### src/rtl/wdog_pkg.sv
// Package: shared state encoding for the two-stage watchdog.
// Assumes: the code values are visible to software through state_o and
// must not be renumbered.
package wdog_pkg;

    typedef enum logic [1:0] {
        WD_IDLE = 2'd0,
        WD_RUN  = 2'd1,
        WD_WARN = 2'd2,
        WD_TRIP = 2'd3
    } wd_state_e;

endpackage

### src/rtl/wdog_interval.sv
// Module: interval counter. Counts cycles while run is high and emits a
// one-cycle expire pulse on the last cycle of each interval, then wraps.
// Assumes: TIMEOUT_CYCLES >= 2; restart has priority and suppresses expiry.
module wdog_interval #(
    parameter int TIMEOUT_CYCLES = 1000
) (
    input  logic clk,
    input  logic rst_n,
    input  logic run,
    input  logic restart,
    output logic expire
);

    localparam int CNT_W = (TIMEOUT_CYCLES > 2) ? $clog2(TIMEOUT_CYCLES) : 1;
    localparam logic [CNT_W-1:0] LAST = CNT_W'(TIMEOUT_CYCLES - 1);

    logic [CNT_W-1:0] cnt_q;
    logic             at_last;

    // Detect the final cycle of an interval.
    assign at_last = (cnt_q == LAST);
    assign expire  = run && !restart && at_last;

    // Cycle counter: held at zero when stopped or restarted, wraps at LAST.
    always_ff @(posedge clk) begin
        if (!rst_n) begin
            cnt_q <= '0;
        end else if (!run || restart) begin
            cnt_q <= '0;
        end else if (at_last) begin
            cnt_q <= '0;
        end else begin
            cnt_q <= cnt_q + 1'b1;
        end
    end

endmodule

### src/rtl/wdog_fsm.sv
// Module: expiry stage controller. Walks idle -> counting -> warning ->
// tripped and keeps a separate sticky trip flag for the reset output.
// Assumes: expire is already masked by kick/disable; only rst_n leaves TRIP.
module wdog_fsm
    import wdog_pkg::*;
(
    input  logic      clk,
    input  logic      rst_n,
    input  logic      en_req,
    input  logic      dis_req,
    input  logic      kick,
    input  logic      expire,
    output wd_state_e state_q,
    output logic      run,
    output logic      first_exp,
    output logic      trip_q
);

    wd_state_e state_n;

    // Next-state decision; stop beats kick, kick beats expiry.
    always_comb begin
        state_n = state_q;
        unique case (state_q)
            WD_IDLE: if (en_req) state_n = WD_RUN;
            WD_RUN: begin
                if (dis_req)     state_n = WD_IDLE;
                else if (kick)   state_n = WD_RUN;
                else if (expire) state_n = WD_WARN;
            end
            WD_WARN: begin
                if (dis_req)     state_n = WD_IDLE;
                else if (kick)   state_n = WD_RUN;
                else if (expire) state_n = WD_TRIP;
            end
            WD_TRIP: state_n = WD_TRIP;
            default: state_n = WD_IDLE;
        endcase
    end

    // Counter runs only in the counting and warning stages.
    assign run       = (state_q == WD_RUN) || (state_q == WD_WARN);
    assign first_exp = expire && (state_q == WD_RUN);

    // Stage register.
    always_ff @(posedge clk) begin
        if (!rst_n) state_q <= WD_IDLE;
        else        state_q <= state_n;
    end

    // Sticky reset flag, set on the second expiry, cleared only by bus reset.
    always_ff @(posedge clk) begin
        if (!rst_n)                               trip_q <= 1'b0;
        else if (expire && (state_q == WD_WARN))  trip_q <= 1'b1;
    end

endmodule

### src/rtl/wdog_irq.sv
// Module: level interrupt latch. Set on the first expiry, cleared by an
// acknowledge or a kick; a set in the same cycle wins over a clear.
// Assumes: set is a single-cycle pulse.
module wdog_irq (
    input  logic clk,
    input  logic rst_n,
    input  logic set,
    input  logic ack,
    input  logic kick,
    output logic irq
);

    // Interrupt flag with set priority.
    always_ff @(posedge clk) begin
        if (!rst_n)          irq <= 1'b0;
        else if (set)        irq <= 1'b1;
        else if (ack || kick) irq <= 1'b0;
    end

endmodule

### src/rtl/wdog_timer.sv
// Module: two-stage expiry watchdog top. Ties the interval counter, the
// stage controller and the interrupt latch together.
// Assumes: all control inputs are synchronous single-cycle strobes.
module wdog_timer
    import wdog_pkg::*;
#(
    parameter int TIMEOUT_CYCLES = 1000
) (
    input  logic       clk,
    input  logic       rst_n,
    input  logic       en_req,
    input  logic       dis_req,
    input  logic       kick,
    input  logic       irq_ack,
    output logic       irq,
    output logic       wdt_rst,
    output logic [1:0] state_o
);

    wd_state_e state_q;
    logic      run;
    logic      expire;
    logic      first_exp;
    logic      restart;

    // Any kick or stop clears the running interval.
    assign restart = kick || dis_req;

    wdog_interval #(
        .TIMEOUT_CYCLES(TIMEOUT_CYCLES)
    ) u_interval (
        .clk    (clk),
        .rst_n  (rst_n),
        .run    (run),
        .restart(restart),
        .expire (expire)
    );

    wdog_fsm u_fsm (
        .clk      (clk),
        .rst_n    (rst_n),
        .en_req   (en_req),
        .dis_req  (dis_req),
        .kick     (kick),
        .expire   (expire),
        .state_q  (state_q),
        .run      (run),
        .first_exp(first_exp),
        .trip_q   (wdt_rst)
    );

    wdog_irq u_irq (
        .clk  (clk),
        .rst_n(rst_n),
        .set  (first_exp),
        .ack  (irq_ack),
        .kick (kick),
        .irq  (irq)
    );

    assign state_o = state_q;

endmodule

### config.mk
export PLATFORM = sky130hd
export DESIGN_NAME = wdog_timer
export DESIGN_NICKNAME = d
export VERILOG_FILES = /design/src/rtl/wdog_pkg.sv /design/src/rtl/wdog_interval.sv /design/src/rtl/wdog_fsm.sv /design/src/rtl/wdog_irq.sv /design/src/rtl/wdog_timer.sv
export SDC_FILE = /design/constraint.sdc
export NUM_CORES = 1
export LEC_CHECK = 0
export BUFFER_PORTS_ARGS = -buffer_cell sky130_fd_sc_hd__buf_2
export CORE_MARGIN = 2
export CORE_UTILIZATION = 48
export DETAILED_ROUTE_END_ITERATION = 12
export GPL_TIMING_DRIVEN = 0
export PLACE_DENSITY_LB_ADDON = 0.3
export SKIP_CTS_REPAIR_TIMING = 1
export SLEW_MARGIN = 20
export SYNTH_ARGS = -nofsm -noshare
export SYNTH_HDL_FRONTEND = slang
export SYNTH_SLANG_ARGS = --single-unit
export TNS_END_PERCENT = 10
### constraint.sdc
create_clock -name clk -period 2.1 [get_ports clk]
set_clock_uncertainty 0.1 [all_clocks]
set_input_delay 0.42 -clock clk [delete_from_list [all_inputs] [get_ports clk]]
set_output_delay 0.42 -clock clk [all_outputs]
set_load 0.02 [all_outputs]
==> impl_metrics.toml <==
[run_status]
status = "complete, no violations"

[synthesis]
synth_xor_area_frac = 0.0864
synth_area_um2 = 709
postSynthCellCount = 78
synth_compound_area_frac = 0.120
yosys.area_share.simple = 0.289
synth_mux_area_frac = 0
synth_warnings = 0
syn_nets = 89
synth_top_family_by_area = "simple AND/OR/NAND/NOR gates"
ys_seq_area_frac = 0.395
synth_edf_count = 0
async_flop_share = 0
post_synth.cell_area_avg_um2 = 9.10
synth_seq_cells = 14
synthAdderAreaFrac = 0.0882
synth_cell_type_count = 27
synth_ff_type = "dfxtp_1"

[cells_and_area]
syn_to_final_growth_pct = 19.8
diodes = 0
fillers = 119
final_util = 0.637
fin_nets = 106
final_common_cell = "nor2_1"
mostFrequentLayoutCells = "nor2_1, dfxtp_1, buf_2, nand3_1"
drive_above_1_share = 0.301

[clocking]
cts_tree = "done"
cts-buffers-inserted = 3
clkSinkCount = 14
cts_max_level = 1
cts-root-buf = "clkbuf_4"
clock_latency_ns = 0.28
clk_path_buf_depth = 2
path_clk_slew_ns = 0.08

[grt]
grt_first_pass_wirelength_um = 2260
gr-total-overflow = 0
track_usage = 0.161
antenna_found_initial = 0
grt_pass1_vias = 554
grt_max_degree = 10

[routing]
wirelength_um = 1370
drtPass1Iterations = 5
vias = 619
drtIter0Drc = 12
antenna_left = 0
vias_per_cell = 5.73
wl_per_cell_um = 12.7
drcViolationCount = 0

[floorplanning]
die_area_um2 = 1800
fp-row-count = 13
die_w_um = 42.4
start_util = 0.532
core_um2 = 1330
ioPinCount = 10
floorplan.die.height_um = 42.4

[setup_path]
cp_slowest_cell = "dfxtp_4"
max_stage_delay_ns = 0.39
required_ns = 2.17
crit_buf_inv = 2
cp_max_fo = 6
worst-setup-path-type = "flip-flop to flip-flop"
start_kind = "flip-flop"
startpoint = "u_fsm.state_q[1]"
worst_path_dominant_cell_family = "simple AND/OR/NAND/NOR gates"
critPathCaptureType = "flip-flop"
path_cells = "inv_2 > ha_4 > or3b_4 > nor4_4 > buf_4 > nor3_2 > a221o_1"
worstPathArrival_ns = 2.12
r2r_start = "u_fsm.state_q[1]"

[power_and_ir_drop]
leakage_nw = 0.325
p_total_uw = 475
vdd_drop_max_mv = 0.376
p_per_area_nw_per_um2 = 560

[timing]
fmax_mhz = 489
setup_ws_ns = 0.0534
relSlewSlack = 0.476
finalCritPeriodShare = 0.975
drv_slew = 0
setup_viol = 0
min_period_ns = 2.05
tightest_slew_ns = 0.777
hold_viol_final = 0

[flow_run]
cap_violations = 0

[placement]
place_hpwl_um = 951
dpl_worst_slack_ns = -0.0455
gp_congestion = 0.749
io_buffers = 9

[min_path]
worstHoldStart = "rst_n"
min_path_type = "input port to flip-flop"
worst register-to-register path: stages, from the launching register on:
cell	delay (ns)
dfxtp_4	0.39
inv_2	0.06
ha_4	0.26
or3b_4	0.38
nor4_4	0.25
buf_4	0.19
nor3_2	0.05
a221o_1	0.27
cells in the mapped netlist (2+ instances only):
| library cell | instances | area, um2 |
|---|---|---|
| xnor2_1 | 3 | 26.3 |
| xor2_1 | 4 | 35.0 |
| nor2_1 | 13 | 48.8 |
| nand3_1 | 5 | 25.0 |
| nor2b_1 | 3 | 18.8 |
| nand2_1 | 3 | 11.3 |
| inv_1 | 4 | 15.0 |
| a21oi_1 | 2 | 10.0 |
| dfxtp_1 | 14 | 280 |
| and3_1 | 2 | 12.5 |
| nand4_1 | 3 | 18.8 |
| ha_1 | 5 | 62.6 |
| o21ai_0 | 2 | 10.0 |
| or2_2 | 2 | 12.5 |
cells by family (layout without fill, tap and decap cells):
family	Yosys count	in the layout
DFF	14	14
AOI/OAI and AO/OA	11	11
xor gates and xnor gates	7	7
buffers and inverters	4	19
adders and majority gates	5	5
and+or+nand+nor	37	37
state kept, by name, summed over array words and instances (netlist names):
signal            cells
u_interval.cnt_q     10
u_fsm.state_q         2
u_fsm.trip_q          1
u_irq.irq             1
layout make-up:
type | count | area, um2 | share of cell area
clock buffer | 3 | 22.5 | 0.0265
tap | 15 | 18.8 | 0.0221
multi-input combinational | 60 | 438 | 0.515
sequential | 14 | 288 | 0.339
timing repair buffer | 12 | 67.6 | 0.0795
inverter | 4 | 15.0 | 0.0177
through the flow:
step / instances / hold WS, ns / TNS [ns] / area [um2]
after CTS: 105 / 0.326 / -0.0922 / 798
after global routing: 108 / 0.339 / -0.0104 / 850
after global placement: 102 / 0.326 / -0.00461 / 776
after detailed placement: 102 / 0.338 / -0.0657 / 776
after floorplan: 78 / 0.313 / 0 / 712
final: 108 / 0.334 / 0 / 850
report_power, final:
part	internal (mW)	switching, mW	total (mW)
clock	0.0665	0.0826	0.149
sequential	0.268	0.00450	0.272
combinational	0.0269	0.0271	0.0540
total	0.361	0.114	0.475
routing by layer:
layer	up-vias	GRT usage	wire length, um
li1	307	-	-
met4	0	0.0938	29
met5	-	0	0
met3	4	0.0259	54
met1	291	0.206	645
met2	17	0.252	643
path summary, 6_finish.rpt:
kind / cells after the start / slack [ns] / end
setup / recovery: 7 / 0.05 / u_fsm.state_q[1]
hold / removal: 2 / 0.33 / u_fsm.state_q[0]
setup reg to reg: 7 / 0.05 / u_fsm.state_q[1]
hold reg to reg: 1 / 0.34 / u_interval.cnt_q[0]
Note: power is estimated with default switching activity, not from simulation.
